`src/rtl/fpcmp_pkg.sv`:
```
// Package: shared types for the floating-point compare predicate unit.
// Assumes operands are at most double precision (64 bits).
package fpcmp_pkg;

    localparam int OPER_W = 64;
    localparam int MAG_W  = OPER_W - 1;

    // Operand classes recognised by the decoder
    typedef enum logic [2:0] {
        CLS_ZERO   = 3'd0,
        CLS_FINITE = 3'd1,
        CLS_INF    = 3'd2,
        CLS_QNAN   = 3'd3,
        CLS_SNAN   = 3'd4
    } fp_class_e;

    // Decoded operand, magnitude right-aligned and zero-extended
    typedef struct packed {
        logic              sign;
        logic [MAG_W-1:0]  mag;
        fp_class_e         cls;
    } fp_oper_t;

endpackage

```
`src/rtl/fp_field_decode.sv`:
```
// Module: fp_field_decode
// Splits one IEEE-754 word of a given exponent/fraction width into sign,
// magnitude and class. Subnormals are classed as finite non-zero.
// Assumes the fraction MSB marks a quiet NaN.
module fp_field_decode
    import fpcmp_pkg::*;
#(
    parameter int EXP_W  = 8,
    parameter int FRAC_W = 23,
    localparam int WORD_W = 1 + EXP_W + FRAC_W
) (
    input  logic [WORD_W-1:0] word,
    output logic              sign,
    output logic [WORD_W-2:0] mag,
    output fp_class_e         cls
);

    logic exp_ones;
    logic exp_zero;
    logic frac_zero;
    logic quiet_bit;

    assign sign      = word[WORD_W-1];
    assign mag       = word[WORD_W-2:0];
    assign exp_ones  = &word[WORD_W-2:FRAC_W];
    assign exp_zero  = ~|word[WORD_W-2:FRAC_W];
    assign frac_zero = ~|word[FRAC_W-1:0];
    assign quiet_bit = word[FRAC_W-1];

    // Class selection from exponent and fraction fields
    always_comb begin
        if (exp_ones && frac_zero)      cls = CLS_INF;
        else if (exp_ones && quiet_bit) cls = CLS_QNAN;
        else if (exp_ones)              cls = CLS_SNAN;
        else if (exp_zero && frac_zero) cls = CLS_ZERO;
        else                            cls = CLS_FINITE;
    end

endmodule

```
`src/rtl/fp_classify.sv`:
```
// Module: fp_classify
// Decodes one operand in either single (bits 31:0) or double format and
// returns a format-independent descriptor. Upper bits are ignored in single.
module fp_classify
    import fpcmp_pkg::*;
(
    input  logic              fmt_double,
    input  logic [OPER_W-1:0] operand,
    output fp_oper_t          info
);

    localparam int SGL_EXP = 8;
    localparam int SGL_FRC = 23;
    localparam int DBL_EXP = 11;
    localparam int DBL_FRC = 52;
    localparam int SGL_W   = 1 + SGL_EXP + SGL_FRC;

    logic               s_sign;
    logic [SGL_W-2:0]   s_mag;
    fp_class_e          s_cls;
    logic               d_sign;
    logic [MAG_W-1:0]   d_mag;
    fp_class_e          d_cls;

    fp_field_decode #(.EXP_W(SGL_EXP), .FRAC_W(SGL_FRC)) u_sgl (
        .word (operand[SGL_W-1:0]),
        .sign (s_sign),
        .mag  (s_mag),
        .cls  (s_cls)
    );

    fp_field_decode #(.EXP_W(DBL_EXP), .FRAC_W(DBL_FRC)) u_dbl (
        .word (operand),
        .sign (d_sign),
        .mag  (d_mag),
        .cls  (d_cls)
    );

    // Format multiplexer onto the common descriptor
    always_comb begin
        if (fmt_double) begin
            info.sign = d_sign;
            info.mag  = d_mag;
            info.cls  = d_cls;
        end else begin
            info.sign = s_sign;
            info.mag  = {{(MAG_W-SGL_W+1){1'b0}}, s_mag};
            info.cls  = s_cls;
        end
    end

endmodule

```
`src/rtl/fp_relation.sv`:
```
// Module: fp_relation
// Derives unordered, equal and a-less-than-b from two decoded operands.
// Assumes both descriptors come from the same format.
module fp_relation
    import fpcmp_pkg::*;
(
    input  fp_oper_t opa,
    input  fp_oper_t opb,
    output logic     unordered,
    output logic     equal,
    output logic     less
);

    logic nan_a;
    logic nan_b;
    logic both_zero;
    logic mag_lt;
    logic mag_gt;

    assign nan_a     = (opa.cls == CLS_QNAN) || (opa.cls == CLS_SNAN);
    assign nan_b     = (opb.cls == CLS_QNAN) || (opb.cls == CLS_SNAN);
    assign both_zero = (opa.cls == CLS_ZERO) && (opb.cls == CLS_ZERO);
    assign mag_lt    = opa.mag < opb.mag;
    assign mag_gt    = opa.mag > opb.mag;

    // Relation bits; signed order via sign then magnitude
    always_comb begin
        unordered = nan_a || nan_b;
        equal     = !unordered &&
                    (both_zero || ((opa.sign == opb.sign) && (opa.mag == opb.mag)));
        if (unordered || both_zero)  less = 1'b0;
        else if (opa.sign != opb.sign) less = opa.sign;
        else if (opa.sign)           less = mag_gt;
        else                         less = mag_lt;
    end

    // Relations are mutually exclusive
    always_comb begin
        assert_rel_exclusive_R6: assert (!(unordered && (equal || less)) && !(equal && less))
            else $error("relation bits overlap");
    end

endmodule

```
`src/rtl/fp_predicate.sv`:
```
// Module: fp_predicate
// Applies the 4-bit predicate code to the relation bits and decides the
// invalid-operation condition. Purely combinational.
module fp_predicate (
    input  logic [3:0] pred_code,
    input  logic       unordered,
    input  logic       equal,
    input  logic       less,
    input  logic       any_qnan,
    input  logic       any_snan,
    output logic       result,
    output logic       invalid
);

    // Predicate evaluation and exception decision
    always_comb begin
        result  = (pred_code[0] && unordered) ||
                  (pred_code[1] && equal) ||
                  (pred_code[2] && less);
        invalid = any_snan || (pred_code[3] && any_qnan);
    end

    // Codes with no relation bit selected never yield true
    always_comb begin
        assert_false_code_R7: assert (!((pred_code[2:0] == 3'b000) && result))
            else $error("false predicate produced true");
    end

endmodule

```
`src/rtl/fpcmp_unit.sv`:
```
// Module: fpcmp_unit (top)
// Compares two floating-point operands under a predicate code and stores the
// result in one of FLAG_COUNT condition flags; pulses invalid_exc for NaN traps.
// Assumes one compare per strobe; results appear one edge after the strobe.
module fpcmp_unit
    import fpcmp_pkg::*;
#(
    parameter int FLAG_COUNT = 8,
    localparam int SEL_W     = $clog2(FLAG_COUNT)
) (
    input  logic                  clk,
    input  logic                  rst_n,
    input  logic                  cmp_valid,
    input  logic                  fmt_double,
    input  logic [3:0]            pred_code,
    input  logic [SEL_W-1:0]      flag_sel,
    input  logic [OPER_W-1:0]     op_a,
    input  logic [OPER_W-1:0]     op_b,
    output logic [FLAG_COUNT-1:0] cc_flags,
    output logic                  invalid_exc
);

    localparam int N_OPS = 2;

    logic [OPER_W-1:0]     op_in [N_OPS];
    fp_oper_t              op_info [N_OPS];
    logic [N_OPS-1:0]      is_qnan;
    logic [N_OPS-1:0]      is_snan;
    logic                  rel_un;
    logic                  rel_eq;
    logic                  rel_lt;
    logic                  pred_true;
    logic                  pred_inv;
    logic [FLAG_COUNT-1:0] sel_mask;

    assign op_in[0] = op_a;
    assign op_in[1] = op_b;

    for (genvar gi = 0; gi < N_OPS; gi++) begin : g_oper
        fp_classify u_cls (
            .fmt_double (fmt_double),
            .operand    (op_in[gi]),
            .info       (op_info[gi])
        );
        assign is_qnan[gi] = (op_info[gi].cls == CLS_QNAN);
        assign is_snan[gi] = (op_info[gi].cls == CLS_SNAN);
    end

    fp_relation u_rel (
        .opa       (op_info[0]),
        .opb       (op_info[1]),
        .unordered (rel_un),
        .equal     (rel_eq),
        .less      (rel_lt)
    );

    fp_predicate u_pred (
        .pred_code (pred_code),
        .unordered (rel_un),
        .equal     (rel_eq),
        .less      (rel_lt),
        .any_qnan  (|is_qnan),
        .any_snan  (|is_snan),
        .result    (pred_true),
        .invalid   (pred_inv)
    );

    assign sel_mask = {{(FLAG_COUNT-1){1'b0}}, 1'b1} << flag_sel;

    // Flag register: write the selected flag on a strobe, hold otherwise
    always_ff @(posedge clk) begin
        if (!rst_n)
            cc_flags <= '0;
        else if (cmp_valid)
            cc_flags <= (cc_flags & ~sel_mask) | (pred_true ? sel_mask : '0);
    end

    // Invalid pulse: one cycle after a strobed compare that traps
    always_ff @(posedge clk) begin
        if (!rst_n)
            invalid_exc <= 1'b0;
        else
            invalid_exc <= cmp_valid && pred_inv;
    end

    assert_hold_R3: assert property (@(posedge clk) disable iff (!rst_n)
        !cmp_valid |=> $stable(cc_flags));

    assert_idle_no_exc_R3: assert property (@(posedge clk) disable iff (!rst_n)
        !cmp_valid |=> !invalid_exc);

    assert_others_kept_R2: assert property (@(posedge clk) disable iff (!rst_n)
        cmp_valid |=> (((cc_flags ^ $past(cc_flags)) & ~$past(sel_mask)) == '0));

    assert_snan_traps_R10: assert property (@(posedge clk) disable iff (!rst_n)
        (cmp_valid && (|is_snan)) |=> invalid_exc);

    assert_quiet_code_R11: assert property (@(posedge clk) disable iff (!rst_n)
        (cmp_valid && !pred_code[3] && !(|is_snan)) |=> !invalid_exc);

    assert_signal_qnan_R9: assert property (@(posedge clk) disable iff (!rst_n)
        (cmp_valid && pred_code[3] && (|is_qnan)) |=> invalid_exc);

endmodule

```
`config.mk`:
```
export PLATFORM = sky130hd
export DESIGN_NAME = fpcmp_unit
export DESIGN_NICKNAME = d
export VERILOG_FILES = /design/src/rtl/fpcmp_pkg.sv /design/src/rtl/fp_field_decode.sv /design/src/rtl/fp_classify.sv /design/src/rtl/fp_relation.sv /design/src/rtl/fp_predicate.sv /design/src/rtl/fpcmp_unit.sv
export SDC_FILE = /design/constraint.sdc
export NUM_CORES = 1
export LEC_CHECK = 0
export ABC_AREA = 0
export CORE_MARGIN = 4
export CORE_UTILIZATION = 38
export CTS_CLUSTER_DIAMETER = 30
export DETAILED_ROUTE_END_ITERATION = 10
export HOLD_SLACK_MARGIN = 0.02
export PLACE_DENSITY = 0.79
export SETUP_SLACK_MARGIN = 0.15
export SLEW_MARGIN = 20
export SYNTH_ARGS = -nofsm -noshare
export SYNTH_HDL_FRONTEND = slang
export SYNTH_SLANG_ARGS = --single-unit
```
`constraint.sdc`:
```
create_clock -name clk -period 3.55 [get_ports clk]
set_input_delay 0.71 -clock clk [delete_from_list [all_inputs] [get_ports clk]]
set_output_delay 0.71 -clock clk [all_outputs]
set_load 0.02 [all_outputs]
```
==> results of run 1 <==
==> cells in the mapped netlist, types with 3 or more instances <==
cell type  number
a31oi_1         9
nor4_2          3
nor2_1         26
inv_1          32
a21oi_1        29
clkbuf_1       10
nand3_1         7
and2_1         34
nand2b_1        7
o21ai_0        11
a21o_1          3
ha_1           63
nand4_1        23
or3_1           3
o31ai_1         9
nor3_1          8
and4_1          5
nor4_1         29
nand2_1        72
dfxtp_1         9
==> layer usage <==
| metal | vias to the layer above | wire length [um] | GRT usage, % |
|---|---|---|---|
| li1 | 1930 | - | - |
| met1 | 1700 | 4370 | 25.5 |
| met2 | 132 | 5280 | 41.8 |
| met3 | 17 | 815 | 3.80 |
| met4 | 0 | 136 | 3.74 |
| met5 | - | 0 | 0 |
==> metrics by stage <==
stage               setup TNS, ns  hold slack (ns)  worst slack (ns)
floorplan                       0            0.685             0.201
global placement           -0.543            0.555           -0.0694
detailed placement         -0.591            0.562           -0.0831
CTS                             0            0.572             0.206
global route                    0            0.640             0.103
finish                          0            0.576             0.252
==> what timing repair did <==
action | CTS | global route
pin swaps | 1 | 11
hold buffers | 0 | 0
buffers inserted | 0 | 4
resized for setup | 0 | 20
endpoints found under the setup margin | 1 | 9
==> worst min path at each step <==
stage / start / end / slack [ns]
after floorplan: register / register / 0.69
after global placement: register / register / 0.56
after detailed placement: register / register / 0.56
after CTS: register / register / 0.57
after global routing: register / register / 0.64
final: register / register / 0.58
==> logic make-up (layout without fill, tap and decap cells) <==
logic type | count (synthesis) | after routing | share of synthesized area (%)
flops | 9 | 9 | 6.06
xor+xnor | 1 | 1 | 0.295
fa+ha+maj | 63 | 63 | 26.5
simple gates | 229 | 229 | 41.5
mux | 2 | 2 | 0.673
buf+inv | 45 | 202 | 5.76
compound gates | 85 | 85 | 19.2
==> worst min-delay path, delay by kind of cell (launching register included) <==
kind            cells  cell delay, ns
compound gates      2            0.10
flops               1            0.32
simple gates        2            0.13
==> where the power goes <==
part	switching, uW	internal, uW	leakage [uW]	total, uW
clock	43.8	78.6	0.0000228	122
combinational	205	257	0.00195	462
sequential	0.846	103	0.0000726	104
total	249	439	0.00204	688
==> layout make-up <==
type	instances	area [um^2]	area share [%]
inverter	32	120	2.49
sequential	9	180	3.73
tap	99	124	2.56
timing repair buffer	166	1640	33.9
clock buffer	4	45.0	0.933
multi-input combinational	380	2720	56.4
==> run_results.csv, run 1 <==
group,metric,value,unit
sta,finalHoldViolations,0,
cells_and_area,layout_common_cells,"146 x clkdlybuf4s50_1, 72 x nand2_1, 63 x ha_1",
worst_setup_path,arrival,3.41,ns
sta,grt_setup_unrepaired,"false",
yosys,synthTopCellsByArea,"ha_1 27%, nand2_1 9.1%, and2_1 7.2%",
worst_setup_path,path_max_fanout,8,
cells_and_area,final_core_util,64.9,%
detailed_routing,drt_first_pass_iters,4,
sta,worst-slew-pin-transition,0.570,ns
power_and_ir_drop,ir_drop,0.000104,V
worst_setup_path,crit_buf_inv,3,
clock_tree,cts.sinks,9,
yosys,ys_seq_area_share,6.06,%
global_route,grt_max_degree,37,
floorplanning,rows,31,
place,io_buffers,147,
hold_path,hold_path_depth,4,
detailed_routing,routed_wl,10600,um
yosys,synth_area_per_cell,6.85,um^2
clock_tree,clock-root-buffer,"clkbuf_8",
cells_and_area,area_delta_synth_final,62.4,%
worst_setup_path,crit_path_max_incr_delay,0.48,ns
worst_setup_path,cp_slowest_cell,"clkdlybuf4s50_1",
run,drv_cap,0,
detailed_routing,drtIter0Drc,134,
status,run_status,"complete, no violations",
clock_tree,cts_made_buffers,3,
cells_and_area,layout-drive-gt1-share,8.63,%
cells_and_area,fin_area,0.00483,mm^2
place,hpwlAfterDp,9120,um
worst_setup_path,worstSetupPathType,"in2reg",
worst_setup_path,path_delay_family,"compound AO/OA/AOI/OAI gates",
yosys,synthFlopType,"dfxtp_1",
cells_and_area,nFillCells,650,
sta,finalSetupViolations,0,
global_route,grt_pass1_vias,3896,
cells_and_area,nets,794,
place,gp_congestion,0.918,
yosys,synth_nets,636,
yosys,netlist.area_leader.share,26.5,%
detailed_routing,vias,3779,
detailed_routing,via_per_inst,5.48,
global_route,grt-ovfl-total,0,
sta,timing.fmax,303,MHz
detailed_routing,ant_nets,0,
floorplanning,initial_core_util,39.9,%
power_and_ir_drop,power_density,142,mW/mm^2
floorplanning,die_width,96.5,um
yosys,synth_top_area_cell,"ha_1",
yosys,synthCells,434,
floorplanning,core_area,0.00745,mm^2
yosys,ys_seq_elements,9,
worst_setup_path,cp-startpoint,"op_b[12]",
place,dpl_cell_area,0.00464,mm^2
detailed_routing,drc,0,
worst_setup_path,crit_path_end_kind,"register",
cells_and_area,n_antenna_cell,0,
clock_tree,clkLatencyLatePin,0.23,ns
worst_setup_path,path_cells,"clkdlybuf4s50_1 -> inv_1 -> ha_1 -> a21o_1 -> a221o_1 -> a221oi_2 -> o2111ai_1 -> nor2_1 -> nand2_1 -> or2_2 -> a32oi_4 -> buf_12 -> o31ai_1",
cells_and_area,finalNonFillerCells,690,
yosys,synth-edff-count,0,
yosys,netlist_area,0.00297,mm^2
worst_setup_path,worstPathRequired,3.66,ns
detailed_routing,wire_per_inst,15.4,um
clock_tree,cts_tree,"yes",
place,dp.cells,682,
clock_tree,h-tree-depth,1,
floorplanning,io_pins,148,
sta,drv_slew,0,
clock_tree,ctsLongestPathBuffers,2,
sta,skew,0,ns
floorplanning,die_h,96.5,um
worst_setup_path,ff2ff_path_depth,4,
power_and_ir_drop,p_leak,0.00204,uW
power_and_ir_drop,power.total,688,uW
clock_tree,clkTransAtPathRegs,0.05,ns
worst_setup_path,path_depth,13,
sta,fin_crit,3.30,ns
yosys,yosysUniqueCellTypes,52,
floorplanning,die_area,0.00931,mm^2
global_route,antenna_found_initial,0,
sta,layout_worst_path_cycle_share,92.9,%
yosys,synthArstFlopShare,0,%
global_route,grtUsageTotal,21.9,%
yosys,yosysWarnings,0,
sta,slew_headroom,61.9,%
global_route,grt_pass1_wl,16700,um
hold_path,hold_class,"reg2reg",
worst_setup_path,reg2reg_slack,2.75,ns
cells_and_area,final_common_cell,"clkdlybuf4s50_1",
worst_setup_path,start_kind,"input port",
Power figures use the tool's default switching activity.
==> run 2: changes to the inputs <==
ABC_CLOCK_PERIOD_IN_PS = 3550   (was unset)
CORE_UTILIZATION = 60   (was 38)
DONT_BUFFER_PORTS = 1   (was unset)
==> run_results.csv, run 2 (same netlist as run 1, synthesis figures left out) <==
group,metric,value,unit
run,drv_cap,0,
floorplanning,die_h,78.4,um
sta,grt_setup_unrepaired,"false",
power_and_ir_drop,power.total,446,uW
detailed_routing,drt_first_pass_iters,4,
sta,timing.fmax,325,MHz
clock_tree,ctsLongestPathBuffers,2,
sta,worst-slew-pin-transition,0.618,ns
cells_and_area,multiInputGateArea,0.00262,mm^2
floorplanning,io_pins,148,
power_and_ir_drop,p_int,286,uW
floorplanning,die_width,78.4,um
power_and_ir_drop,power_density,146,mW/mm^2
detailed_routing,routed_wl,8400,um
global_route,grt-ovfl-total,0,
cells_and_area,final_common_cell,"nand2_1",
worst_setup_path,path_max_fanout,74,
clock_tree,clkLatencyLatePin,0.24,ns
cells_and_area,nets,628,
sta,finalSetupViolations,0,
sta,layout_worst_path_cycle_share,86.7,%
clock_tree,postCtsHoldBufs,0,
cells_and_area,layout_common_cells,"72 x nand2_1, 63 x ha_1, 34 x and2_1",
clock_tree,post_cts_buffers,0,
worst_setup_path,arrival,3.21,ns
global_route,grt_max_degree,75,
clock_tree,cts_made_buffers,3,
detailed_routing,ant_nets,0,
worst_setup_path,start_kind,"input port",
place,pre_cts_slack,0.262,ns
place,gp_congestion,0.922,
cells_and_area,area_delta_synth_final,2.61,%
cells_and_area,nFillCells,434,
floorplanning,rows,25,
clock_tree,clkTransAtPathRegs,0.05,ns
floorplanning,core_area,0.00475,mm^2
clock_tree,cts.repair.resized,0,
detailed_routing,vias,3174,
global_route,antenna_found_initial,0,
worst_setup_path,worstSetupPathType,"in2reg",
clock_tree,clock-root-buffer,"clkbuf_8",
worst_setup_path,crit_path_max_incr_delay,0.49,ns
power_and_ir_drop,p_sw,161,uW
sta,skew,0,ns
power_and_ir_drop,switching_share,36.0,%
sta,worst_slack,0.474,ns
sta,drv_slew,0,
detailed_routing,via_per_inst,6.45,
sta,slew_headroom,58.4,%
detailed_routing,drtIter0Drc,102,
sta,fin_hold_ws,0.612,ns
floorplanning,die_area,0.00615,mm^2
cells_and_area,n_antenna_cell,0,
clock_tree,cts.sinks,9,
worst_setup_path,path_cells,"and2_1 -> ha_1 -> nand4_1 -> nor4_1 -> nand3_1 -> o2111ai_1 -> nor2_1 -> nand2_1 -> or2_2 -> a32oi_4 -> o31ai_1",
power_and_ir_drop,power_frac_clock,27.1,%
global_route,grt_pass1_wl,13900,um
worst_setup_path,cp-startpoint,"fmt_double",
sta,timing.setup.tns,0,ns
cells_and_area,regArea,180,um^2
detailed_routing,wire_per_inst,17.1,um
hold_path,hold_class,"in2reg",
worst_setup_path,crit_path_end_kind,"register",
status,run_status,"complete, no violations",
place,io_buffers,0,
worst_setup_path,worstPathRequired,3.68,ns
detailed_routing,drc,0,
power_and_ir_drop,sequentialPowerShare,23.8,%
sta,finalHoldViolations,0,
clock_tree,cts_tree,"yes",
power_and_ir_drop,combinationalPowerShare,49.1,%
global_route,grtUsageTotal,27.1,%
worst_setup_path,reg2reg_slack,2.62,ns
floorplanning,initial_core_util,62.6,%
worst_setup_path,cp_slowest_cell,"nor4_1",
global_route,grt_pass1_vias,3243,
hold_path,hold_start,"rst_n",
clock_tree,h-tree-depth,1,
power_and_ir_drop,ir_drop,0.000248,V
power_and_ir_drop,p_leak,0.00135,uW
place,hpwlAfterDp,7240,um
cells_and_area,layout-drive-gt1-share,3.53,%
sta,fin_crit,3.08,ns
run 2: worst max-delay path: cells and delay by family:
family                   cells  cell delay (ns)
AND/OR/NAND/NOR              7             1.40
AO/OA/AOI/OAI                3             0.77
adder cells (fa/ha/maj)      1             0.32
run 2: path summary, 6_finish.rpt:
path / to / depth (start not counted)
min reg2reg: register / 4
max reg2reg: register / 4
max: register / 11
min: register / 2
run 2: power by group through the flow:
stage               clock network [uW]  logic, uW  registers (uW)
CTS                                122        220             106
finish                             121        219             106
floorplan                            0        190             108
global route                       127        257             106
global placement                     0        211             108
detailed placement                   0        218             108
run 2: area by class of cell:
class | count | area share [%]
well taps | 67 | 2.75
multi-input cells | 380 | 85.9
inverters | 32 | 3.94
flip-flops and latches | 9 | 5.90
clock buffers | 4 | 1.48
run 2: stage by stage:
stage,instances,instance area (um^2),utilization (%)
finish,492,3050,64.2
global route,492,3050,64.2
CTS,492,3050,64.2
detailed placement,488,3010,63.2
global placement,488,3010,63.2
floorplan,434,2980,-
run 2: per-layer routing:
layer,global-route usage (%),vias up,wire (um)
met2,47.6,143,3890
met4,8.04,0,241
met5,0,-,0
met1,33.1,1412,3420
met3,5.85,27,842
li1,-,1592,-
